$ cat src/rtl/triple_pkg.sv
`timescale 1ns/1ps
package triple_pkg;

  localparam int GRP_W = 4;                 // bits per term builder
  localparam int MOD_W = 8;                 // bits per chained slice
  localparam int GRPS  = MOD_W / GRP_W;     // term builders per slice

  // Conditional-carry pair at one bit position:
  // w0 = a_i AND c_i, w1 = a_i OR c_i
  typedef struct packed {
    logic w0;
    logic w1;
  } cpair_t;

  // Nibble terms: pair_out.w0 = r0 | q0&pair_in.w0, pair_out.w1 = r1 | q1&pair_in.w1
  typedef struct packed {
    logic r0;
    logic q0;
    logic r1;
    logic q1;
  } gterm_t;

  // One bit of pair advance: w0' = a & w1, w1' = a | w0
  function automatic cpair_t pair_step(input logic a, input cpair_t p);
    cpair_t r;
    r.w0 = a & p.w1;
    r.w1 = a | p.w0;
    return r;
  endfunction

  // Four steps of pair_step folded into (R, Q) form
  function automatic gterm_t group_terms(input logic [GRP_W-1:0] a);
    gterm_t t;
    t.r0 = (a[3] & a[2]) | (a[3] & a[1] & a[0]);
    t.q0 = a[3] & a[1];
    t.r1 = a[3] | (a[2] & a[1]);
    t.q1 = a[2] & a[0];
    return t;
  endfunction

  function automatic cpair_t apply_terms(input gterm_t t, input cpair_t p);
    cpair_t r;
    r.w0 = t.r0 | (t.q0 & p.w0);
    r.w1 = t.r1 | (t.q1 & p.w1);
    return r;
  endfunction

  // Compose an upper nibble's terms over a lower nibble's terms
  function automatic gterm_t merge_terms(input gterm_t hi, input gterm_t lo);
    gterm_t t;
    t.r0 = hi.r0 | (hi.q0 & lo.r0);
    t.q0 = hi.q0 & lo.q0;
    t.r1 = hi.r1 | (hi.q1 & lo.r1);
    t.q1 = hi.q1 & lo.q1;
    return t;
  endfunction

  // s_i = a_i ^ a_{i-1} ^ c_{i-1}; a_{i-1}^c_{i-1} equals w1 & ~w0 of bit i-1
  function automatic logic sum_bit(input logic a, input cpair_t p_below);
    return a ^ (p_below.w1 & ~p_below.w0);
  endfunction

endpackage

$ cat src/rtl/triple_grpgen.sv
`timescale 1ns/1ps
module triple_grpgen
  import triple_pkg::*;
(
  input  logic [GRP_W-1:0] a,
  output gterm_t           terms
);
  assign terms = group_terms(a);
endmodule

$ cat src/rtl/triple_la2.sv
`timescale 1ns/1ps
module triple_la2
  import triple_pkg::*;
(
  input  gterm_t t_lo,
  input  gterm_t t_hi,
  input  cpair_t c_in,
  output cpair_t c_mid,
  output cpair_t c_out
);
  // Both results come straight from c_in: no ripple through the midpoint
  assign c_mid = apply_terms(t_lo, c_in);
  assign c_out = apply_terms(merge_terms(t_hi, t_lo), c_in);
endmodule

$ cat src/rtl/triple_fu4.sv
`timescale 1ns/1ps
module triple_fu4
  import triple_pkg::*;
(
  input  logic [GRP_W-1:0] a,
  input  cpair_t           c_in,
  output logic [GRP_W-1:0] s
);
  always_comb begin
    cpair_t p;
    p = c_in;
    for (int i = 0; i < GRP_W; i++) begin
      s[i] = sum_bit(a[i], p);
      p    = pair_step(a[i], p);
    end
  end
endmodule

$ cat src/rtl/triple_lamod.sv
`timescale 1ns/1ps
module triple_lamod
  import triple_pkg::*;
(
  input  logic [MOD_W-1:0] a,
  input  cpair_t           c_in,
  output cpair_t           c_out,
  output logic [MOD_W-1:0] s
);
  gterm_t grp_t   [GRPS];
  cpair_t grp_cin [GRPS];
  cpair_t c_mid;

  for (genvar g = 0; g < GRPS; g++) begin : g_grp
    triple_grpgen u_gen (
      .a     (a[g*GRP_W +: GRP_W]),
      .terms (grp_t[g])
    );
  end

  triple_la2 u_la2 (
    .t_lo  (grp_t[0]),
    .t_hi  (grp_t[1]),
    .c_in  (c_in),
    .c_mid (c_mid),
    .c_out (c_out)
  );

  assign grp_cin[0] = c_in;
  assign grp_cin[1] = c_mid;

  for (genvar g = 0; g < GRPS; g++) begin : g_fu
    triple_fu4 u_fu (
      .a    (a[g*GRP_W +: GRP_W]),
      .c_in (grp_cin[g]),
      .s    (s[g*GRP_W +: GRP_W])
    );
  end
endmodule

$ cat src/rtl/triple_hybrid_adder.sv
`timescale 1ns/1ps
module triple_hybrid_adder
  import triple_pkg::*;
#(
  parameter int DATA_W = 32              // multiple of MOD_W
) (
  input  logic [DATA_W-1:0] n_in,
  output logic [DATA_W+1:0] triple_out
);
  localparam int MODS = DATA_W / MOD_W;

  // Pair at each slice boundary; index m is the pair just below slice m
  logic [MODS:0]     bnd_w0;
  logic [MODS:0]     bnd_w1;
  logic [DATA_W-1:0] sum_lo;
  cpair_t            top_pair;

  // Below bit 0 the shifted operand contributes zero and no carry exists
  assign bnd_w0[0] = 1'b0;
  assign bnd_w1[0] = 1'b0;

  for (genvar m = 0; m < MODS; m++) begin : g_mod
    cpair_t cin_m;
    cpair_t cout_m;
    assign cin_m.w0 = bnd_w0[m];
    assign cin_m.w1 = bnd_w1[m];

    triple_lamod u_mod (
      .a     (n_in[m*MOD_W +: MOD_W]),
      .c_in  (cin_m),
      .c_out (cout_m),
      .s     (sum_lo[m*MOD_W +: MOD_W])
    );

    assign bnd_w0[m+1] = cout_m.w0;
    assign bnd_w1[m+1] = cout_m.w1;
  end

  assign top_pair.w0 = bnd_w0[MODS];
  assign top_pair.w1 = bnd_w1[MODS];

  // Bit DATA_W adds only a_{DATA_W-1} and its carry; bit DATA_W+1 is the final carry
  assign triple_out[DATA_W-1:0] = sum_lo;
  assign triple_out[DATA_W]     = sum_bit(1'b0, top_pair);
  assign triple_out[DATA_W+1]   = top_pair.w0;
endmodule

$ cat config.mk
export PLATFORM = sky130hd
export DESIGN_NAME = triple_hybrid_adder
export DESIGN_NICKNAME = d
export VERILOG_FILES = /design/src/rtl/triple_pkg.sv /design/src/rtl/triple_grpgen.sv /design/src/rtl/triple_la2.sv /design/src/rtl/triple_fu4.sv /design/src/rtl/triple_lamod.sv /design/src/rtl/triple_hybrid_adder.sv
export SDC_FILE = /design/constraint.sdc
export NUM_CORES = 1
export LEC_CHECK = 0
export BUFFER_PORTS_ARGS = -buffer_cell sky130_fd_sc_hd__buf_4
export CORE_ASPECT_RATIO = 0.6
export CORE_UTILIZATION = 40
export DETAILED_ROUTE_END_ITERATION = 7
export PLACE_DENSITY_LB_ADDON = 0.2
export RECOVER_POWER = 50
export SLEW_MARGIN = 20
export SYNTH_ARGS = -nofsm -noshare
export SYNTH_HDL_FRONTEND = slang
export SYNTH_SLANG_ARGS = --single-unit
$ cat constraint.sdc
create_clock -name vclk -period 3.41
set_input_delay 0.341 -clock vclk [all_inputs]
set_output_delay 0.341 -clock vclk [all_outputs]
set_load 0.02 [all_outputs]
-- Yosys cells after proc, flatten, opt, wreduce, memory -nomap -nowiden
Index checks and enable logic that the tools add are counted.
W data, S select, Z words.
- bitwise gates (word level): 238
- operators by type and width (cell ; count):
    $and A1 B1 Y1 ; 118
    $or A1 B1 Y1 ; 58
    $not A1 Y1 ; 31
    $xor A1 B1 Y1 ; 31
- output and inout port bits: 34
- input bits: 32
- logic and storage cells: 238
- bits in registers: 0

-- Logic depth before layout (Yosys ltp)
- word-level depth: 16
- mapped depth: 8
- mapped depth without buffers: 7

-- Cells and area by module
From an unflattened synthesis, not the netlist that was laid out.
- cell total of the unflattened synthesis: 154
- area total of the unflattened synthesis: 1128.6 um^2
- modules (own cells, without submodules) (module ; seq. area each (um^2) ; times used ; cells an instance ; area an instance (um^2)):
    triple_fu4 ; 0.0 ; 8 ; 12 ; 90.1
    triple_grpgen ; 0.0 ; 8 ; 5 ; 33.8
    triple_la2 ; 0.0 ; 4 ; 4 ; 30.0
    triple_hybrid_adder ; 0.0 ; 1 ; 2 ; 17.5

-- Worst setup path before layout
No wires, ideal clock.
- kind: input to output
- start: input n_in[18]
- end: output triple_out[31]
- buffers on the path: 1
- slack: 0.915 ns
- data required time: 3.069 ns
- arrival: 2.154 ns
- stages on the path: 8
- path through: buf_6 or4_4 o21ai_2 o32ai_1 or2_4 o31a_1 mux2i_4 xor2_1
- longest elaborated chain between the ends: 13
- elaborated cells between the ends (all ways): 26
- classes of those cells: bitwise: 26
- RTL lines (element ; RTL line ; text):
    start, declared ; triple_hybrid_adder.sv:7 ; input logic [DATA_W-1:0] n_in,
    $and A1 B1 Y1 ; triple_pkg.sv:36 ; t.r1 = a[3] | (a[2] & a[1]);
    $or A1 B1 Y1 ; triple_pkg.sv:36 ;
    $and A1 B1 Y1 ; triple_pkg.sv:53 ; t.r1 = hi.r1 | (hi.q1 & lo.r1);
    $or A1 B1 Y1 ; triple_pkg.sv:53 ;
    $or A1 B1 Y1 ; triple_pkg.sv:44 ; r.w1 = t.r1 | (t.q1 & p.w1);
    $and A1 B1 Y1 ; triple_pkg.sv:44 ;
    $or A1 B1 Y1 ; triple_pkg.sv:44 ;
    $and A1 B1 Y1 ; triple_pkg.sv:26 ; r.w0 = a & p.w1;
    $or A1 B1 Y1 ; triple_pkg.sv:27 ; r.w1 = a | p.w0;
    $and A1 B1 Y1 ; triple_pkg.sv:26 ;
    $not A1 Y1 ; triple_pkg.sv:60 ; return a ^ (p_below.w1 & ~p_below.w0);
    $and A1 B1 Y1 (*) ; triple_pkg.sv:60 ;
    $xor A1 B1 Y1 (*) ; triple_pkg.sv:60 ;
    end, declared ; triple_hybrid_adder.sv:8 ; output logic [DATA_W+1:0] triple_out
Mark *: on every way between the ends. The rest lies on a longest branch, timed or not.

-- Worst setup path in the final report
- start: input n_in[10]
- end: output triple_out[29]
- longest elaborated chain between the ends: 13
- elaborated cells between the ends (all ways): 26
- classes of those cells: bitwise: 26
- RTL lines (element ; RTL line):
    $and A1 B1 Y1 ; triple_pkg.sv:36
    $or A1 B1 Y1 ; triple_pkg.sv:36
    $and A1 B1 Y1 ; triple_pkg.sv:53
    $or A1 B1 Y1 ; triple_pkg.sv:53
    $or A1 B1 Y1 ; triple_pkg.sv:44
    $and A1 B1 Y1 ; triple_pkg.sv:44
    $or A1 B1 Y1 ; triple_pkg.sv:44
    $and A1 B1 Y1 ; triple_pkg.sv:44
    $or A1 B1 Y1 ; triple_pkg.sv:44
    $and A1 B1 Y1 ; triple_pkg.sv:26
    $not A1 Y1 ; triple_pkg.sv:60
    $and A1 B1 Y1 (*) ; triple_pkg.sv:60
    $xor A1 B1 Y1 (*) ; triple_pkg.sv:60
Marked as above.

==> flow_summary.json <==
{
  "synth_cells": 180,
  "crit_chain": "buf_4 -> a211o_1 -> o211ai_1 -> a21oi_1 -> o31ai_1 -> nor2b_1 -> a2bb2oi_1 -> xnor2_1 -> buf_4",
  "syn_area_um2": 1160,
  "cpPeakStageDelay_ns": 0.45,
  "syn_nets": 214,
  "initial_core_util": 0.443,
  "syn_avg_cell_area_um2": 6.47,
  "n_sequential_cell": 0,
  "antenna-diode-count": 0,
  "seqCellArea_um2": 0,
  "rsz0062_at_grt": "no",
  "criticalPathCategory": "in2out",
  "top_layer": "met3",
  "dr_wl_met3_um": 276,
  "yosysTopAreaCell": "xnor2_1",
  "die_area_um2": 3140,
  "ys_seq_area_frac": 0,
  "swShare": 0.578,
  "cp_num_buf_inv": 2,
  "relSlewSlack": 0.627,
  "ir_worst_vdd_mv": 0.0849,
  "post_cts_buffers": 0,
  "drv_slew": 0,
  "pwr-share-comb": 1.000,
  "tightest_slew_ns": 0.559,
  "hpwl_um": 2590,
  "yosys_warnings": 0,
  "switching_power_w": 0.000191,
  "setup_tns_ns": 0,
  "power.share.sequential": 0,
  "gp_congestion": 0.803,
  "multi_input_area_um2": 1050,
  "cts_hold_buf": 0,
  "io_pins": 66,
  "synth_top_area_frac": 0.150,
  "status": "finished clean",
  "crit_path_end_kind": "primary output",
  "dr.pass1.iters": 4,
  "routedWlPerCell_um": 11.7,
  "path_delay_family": "compound AO/OA/AOI/OAI gates",
  "cp-start-kind": "primary input",
  "final_cells": 263,
  "grt_use_total": 0.196,
  "critical_path.slowest_cell": "o31ai_1",
  "ys_types": 45,
  "holdWs_ns": 0.966,
  "synthTopCellsByArea": "xnor2_1, xor2_1, nor2_1, mux2i_1, o21ai_0",
  "grt_pass1_vias": 1084,
  "hold_class": "in2out",
  "drc": 0,
  "cts_resized": 0,
  "fillers": 272,
  "crit_top_cell": "buf_4",
  "drive_above_1_share": 0.251,
  "die_h_um": 43.8,
  "wirelength_um": 3070,
  "gr-total-overflow": 0,
  "crit_fanout": 6,
  "grt_max_degree": 13,
  "portBuffers": 66,
  "crit_required_ns": 3.07,
  "max_freq_mhz": 382,
  "die_w_um": 71.7,
  "period_share": 0.768,
  "powerDensity_nw_per_um2": 212,
  "postRouteAntennaNets": 0,
  "n_clock_buffer": 0,
  "yosysMostFrequentCell": "xnor2_1",
  "core-area_um2": 2630,
  "drt_iter0_drc": 56,
  "antenna_found_initial": 0,
  "rows": 14,
  "setup_violations": 0,
  "layout.nets": 267,
  "grt_first_pass_wirelength_um": 5150,
  "p_int_w": 0.000139,
  "synthTopCellsByCount": "xnor2_1, nor2_1, o21ai_0",
  "leakage_nw": 0.706,
  "dpl.cell_count": 263,
  "via_count": 1383,
  "arrival_ns": 2.28,
  "clkPwrFrac": 0,
  "period_needed_ns": 2.62,
  "area_delta_synth_final_pct": 33.8,
  "wl_met1_um": 1620,
  "met2_length_um": 1170,
  "final_util": 0.593,
  "maxCapViolCount": 0,
  "hold_viol_final": 0,
  "vias_per_cell": 5.26
}
metal layers:
metal | up-vias | track usage
met1 | 606 | 0.342
li1 | 722 | -
met4 | 0 | 0
met2 | 55 | 0.264
met5 | - | 0
met3 | 0 | 0.00930
path summary, 6_finish.rpt:
check                    start             end  slack, ns  cells after the start
worst min-delay path   n_in[0]   triple_out[0]       0.97                      2
worst max-delay path  n_in[10]  triple_out[29]       0.79                      9
logic make-up after synthesis:
kind of cell / count (synthesis) / synth area share
fa+ha+maj: 2 / 0.0215
compound gates: 53 / 0.302
mux: 9 / 0.0892
xor+xnor: 30 / 0.226
simple gates: 61 / 0.265
buf+inv: 25 / 0.0967
power by group through the flow:
stage	clock network, W	logic, W	registers, W
after floorplan	0	0.000214	0
after global placement	0	0.000351	0
after detailed placement	0	0.000352	0
after CTS	0	0.000354	0
after global routing	0	0.000357	0
final	0	0.000330	0
placed cells by master, fill, tap and decap left out, types with 2 or more instances in the layout:
| master | count |
|---|---|
| a211oi_1 | 3 |
| a21o_1 | 5 |
| a21oi_1 | 12 |
| buf_4 | 50 |
| clkbuf_1 | 16 |
| ha_1 | 2 |
| inv_1 | 10 |
| mux2i_1 | 7 |
| nand2_1 | 12 |
| nand2b_1 | 7 |
| nand3_1 | 2 |
| nand3b_1 | 2 |
| nand4_1 | 2 |
| nor2_1 | 19 |
| nor2b_1 | 4 |
| nor3_1 | 3 |
| o211ai_1 | 3 |
| o21a_1 | 4 |
| o21ai_0 | 13 |
| o31a_1 | 2 |
| or2_2 | 3 |
| xnor2_1 | 20 |
| xor2_1 | 10 |
through the flow:
| step | power, W | setup WS, ns | cell area [µm²] |
|---|---|---|---|
| 2_1_floorplan | 0.000214 | 0.915 | 1160 |
| 3_3_place_gp | 0.000351 | 0.842 | 1630 |
| 3_5_place_dp | 0.000352 | 0.812 | 1630 |
| 4_1_cts | 0.000354 | 0.802 | 1630 |
| 5_1_grt | 0.000357 | 0.622 | 1560 |
| 6_report | 0.000330 | 0.792 | 1560 |
layout make-up:
type	instances	area share
inverters	10	0.0241
repair buffers	66	0.279
multi-input cells	155	0.671
well taps	32	0.0257
Power figures use the tool's default switching activity.
